## src/rtl/prot_region_slot.sv

```systemverilog
module prot_region_slot #(
  parameter int ADDR_W   = 32,
  parameter int SIZE_W   = 6,
  parameter int ATTR_W   = 2,
  parameter int MIN_LOG2 = 12
) (
  input  logic              clk,
  input  logic              rst_n,
  input  logic              wr_sel,
  input  logic              wr_en_bit,
  input  logic [ADDR_W-1:0] wr_base,
  input  logic [SIZE_W-1:0] wr_size,
  input  logic [2:0]        wr_ap,
  input  logic [ATTR_W-1:0] wr_attr,
  input  logic [ADDR_W-1:0] look_addr,
  output logic              hit,
  output logic [2:0]        ap,
  output logic [ATTR_W-1:0] attr
);
  localparam logic [SIZE_W-1:0] LO = SIZE_W'(MIN_LOG2);
  localparam logic [SIZE_W-1:0] HI = SIZE_W'(ADDR_W);

  logic              en_q;
  logic [ADDR_W-1:0] base_q;
  logic [SIZE_W-1:0] size_q;
  logic [SIZE_W-1:0] size_clamped;
  logic [ADDR_W-1:0] keep;
  logic [ADDR_W-1:0] diff;

  always_comb begin
    if (wr_size < LO)      size_clamped = LO;
    else if (wr_size > HI) size_clamped = HI;
    else                   size_clamped = wr_size;
  end

  always_ff @(posedge clk or negedge rst_n) begin
    if (!rst_n) begin
      en_q   <= 1'b0;
      base_q <= '0;
      size_q <= HI;
      ap     <= 3'b000;
      attr   <= '0;
    end else if (wr_sel) begin
      en_q   <= wr_en_bit;
      base_q <= wr_base;
      size_q <= size_clamped;
      ap     <= wr_ap;
      attr   <= wr_attr;
    end
  end

  always_comb begin
    for (int i = 0; i < ADDR_W; i++)
      keep[i] = (i >= int'(size_q));
    diff = (look_addr ^ base_q) & keep;
    hit  = en_q && (diff == '0);
  end
endmodule

```

## config.mk

```make
export PLATFORM = sky130hd
export DESIGN_NAME = prot_region_slot
export DESIGN_NICKNAME = d
export VERILOG_FILES = /design/src/rtl/prot_region_slot.sv
export SDC_FILE = /design/constraint.sdc
export NUM_CORES = 1
export LEC_CHECK = 0
export BUFFER_PORTS_ARGS = -buffer_cell sky130_fd_sc_hd__buf_4
export CAP_MARGIN = 5
export CORE_MARGIN = 2
export CORE_UTILIZATION = 50
export CTS_CLUSTER_DIAMETER = 40
export DETAILED_ROUTE_END_ITERATION = 8
export PLACE_DENSITY_LB_ADDON = 0.1
export SYNTH_ARGS = -nofsm -noshare
export SYNTH_HDL_FRONTEND = slang
export SYNTH_SLANG_ARGS = --single-unit
```

## constraint.sdc

```tcl
create_clock -name clk -period 2.1 [get_ports clk]
set_input_delay 0.21 -clock clk [delete_from_list [all_inputs] [get_ports clk]]
set_output_delay 0.21 -clock clk [all_outputs]
set_load 0.01 [all_outputs]
```

==> flow_summary.ini <==
[worst_setup_path]
reg2reg_to = size_q[3]$_DFFE_PN0P_
arrival_ns = 2.01
r2r-start = size_q[3]$_DFFE_PN0P_
startpoint = size_q[3]$_DFFE_PN0P_
path_max_fanout = 6
crit_path_start_kind = register
critPathCaptureType = primary output
criticalPathCategory = reg2out
r2r_setup_slack_ns = 1.11
required_ns = 1.89
critical_path.endpoint = hit
r2r_cells = 2

[global_route]
grt_pass1_vias = 1959
use_met2 = 0.370
antenna_found_initial = 0
use_met1 = 0.283
gr-usage-met3 = 0.0552
grt-ovfl-total = 0
grt_pass1_wl_um = 8940
grt_busiest_layer = met2
grt_max_degree = 47
grtUsageTotal = 0.221

[timing]
timing.fmax_mhz = 449
max_slew_margin = 0.615
period_share = 1.06
fin_skew_ns = 0
tightestPinTransition_ns = 0.577
setup_slack_ns = -0.125
fin_crit_ns = 2.22
maxSlewViolCount = 0
finalSetupViolCount = 1
hold_viol = 0
rsz0062_at_grt = yes

[logic_synthesis]
syn-num-nets = 289
synth_top_family_by_area = multiplexers
muxShareOfSynthArea = 0.196
synthSimpleGateAreaFrac = 0.0737
synth_fa_ha_area_frac = 0
ys_types = 33
syn_avg_cell_area_um2 = 11.2
synthArstFlopShare = 1.00
yosysSeqAreaShare = 0.467
synth-xor-area-share = 0.119
syn-cell-area_mm2 = 0.00236
synthCells = 210
synth_edf_count = 0
yosysWarnings = 0
synth_compound_area_frac = 0.108
synth-seq-cells = 44
synth_flop_cell = dfrtp_1

[routing]
vias = 1929
postRouteWirelength_um = 5630
ant_nets = 0
drc = 0
drt_iter0_markers = 93
drtPass1Iterations = 4
wl_per_cell_um = 15.6
viasPerCell = 5.34

[place]
place_congestion = 0.994
preCtsSetupSlack_ns = 0.101
placed_area_mm2 = 0.00303
dp_hpwl_um = 4020
portBuffers = 84

[pwr]
p_per_area_mw_per_mm2 = 647
p_leak_nw = 1.46
irDropWorstVdd_uv = 433

[worst_hold_path]
min_path_type = in2reg

[clocking]
cts.sinks = 44
clockBufferDepth = 2
cts.clk_slew.worst_paths_ns = 0.08
htreeDepth = 2
numCtsBuffers = 5
root_buffer = clkbuf_8
cts_tree = done
insertion_delay_ns = 0.29

[die]
dieArea_mm2 = 0.00529
placementRows = 24
floorplan.die.width_um = 72.7
core_mm2 = 0.00444
fp.dieH_um = 72.7
ios = 85
start_util = 0.531

[final_layout]
drive_gt1_frac = 0.528
fillers = 381
nets = 387
area_growth_pct = 37.8
final_area_mm2 = 0.00325
final_cell_mix = buf_4 (99), mux2_2 (41), dfrtp_1 (41), xnor2_1 (16), xor2_1 (16)
diodes = 0
final_common_cell = buf_4

[run_status]
violations = negative setup slack
status = finished with violations

[run]
max_cap_viol_count = 0
synth_stat cells, types with 4 or more instances:
cell type / count / area, µm²
dfrtp_1: 43 / 1080
mux2_2: 41 / 462
a21oi_1: 16 / 80.1
xnor2_1: 16 / 140
xor2_1: 16 / 140
nor2_1: 9 / 33.8
o21ai_0: 9 / 45.0
nand2_1: 6 / 22.5
nand3_1: 6 / 30.0
buf_4: 5 / 37.5
o21ai_1: 5 / 25.0
buf_2: 4 / 20.0
worst min-delay path by stage:
stage	start	to	slack, ns	cells past startpoint
after floorplan	rst_n	ap[0]$_DFFE_PN0P_	-0.09	0
after global placement	rst_n	base_q[24]$_DFFE_PN0P_	0.24	1
after detailed placement	rst_n	base_q[24]$_DFFE_PN0P_	0.24	1
after CTS	wr_size[0]	size_q[0]$_DFFE_PN0P_	0.12	3
after global routing	wr_size[0]	size_q[0]$_DFFE_PN0P_	0.12	3
final	wr_size[0]	size_q[0]$_DFFE_PN0P_	0.12	3
flip-flops by register name (all words and copies together) (netlist names):
name	count
size_q	6
attr	2
en_q	1
base_q	32
ap	3
final cells by class:
cell class	instances	area, µm²	area share
clock buffer	8	90.1	0.0277
inverter	5	18.8	0.00577
multi-input combinational	149	1180	0.364
sequential	44	1100	0.340
tap	52	65.1	0.0200
timing repair buffer	103	790	0.243
per-layer routing:
layer	up-vias	part of all wire	wire (µm)
met1	921	0.44	2490
met5	-	0	0
met3	9	0.055	311
met2	66	0.49	2750
met4	0	0.013	75
li1	933	-	-
cells by family after synthesis:
logic type	count (synthesis)
AO/OA/AOI/OAI	43
XOR/XNOR	32
buffers and inverters	17
flip-flops	44
multiplexers	41
AND/OR/NAND/NOR	33
power by group:
group / internal [mW] / switching, mW
combinational: 0.324 / 0.243
sequential: 0.933 / 0.0635
clock: 0.268 / 0.272
stage by stage:
stage	util	hold slack, ns	setup TNS (ns)	cells	power [mW]
2_1_floorplan	-	-0.0856	0	210	1.31
3_3_place_gp	0.682	0.241	0	340	1.52
3_5_place_dp	0.682	0.236	0	340	1.53
4_1_cts	0.728	0.121	-0.128	360	2.11
5_1_grt	0.731	0.118	-0.270	361	2.22
6_report	0.731	0.123	-0.125	361	2.10
critical path: stages, from the launching register on:
cell and delay, ns:
dfrtp_2 0.43, buf_4 0.14, buf_4 0.10, buf_4 0.12, o211ai_1 0.09, a211oi_1 0.26, a31oi_1 0.15, a2111oi_2 0.23
buf_4 0.18
timing repair:
action | in CTS | in global routing
endpoints found under the hold margin | 43 | 0
setup endpoints to repair | 1 | 1
pin swaps | 5 | 6
hold buffers | 1 | 0
resized for setup | 6 | 2
setup buffers | 11 | 1
Note: power is estimated with default switching activity, not from simulation.
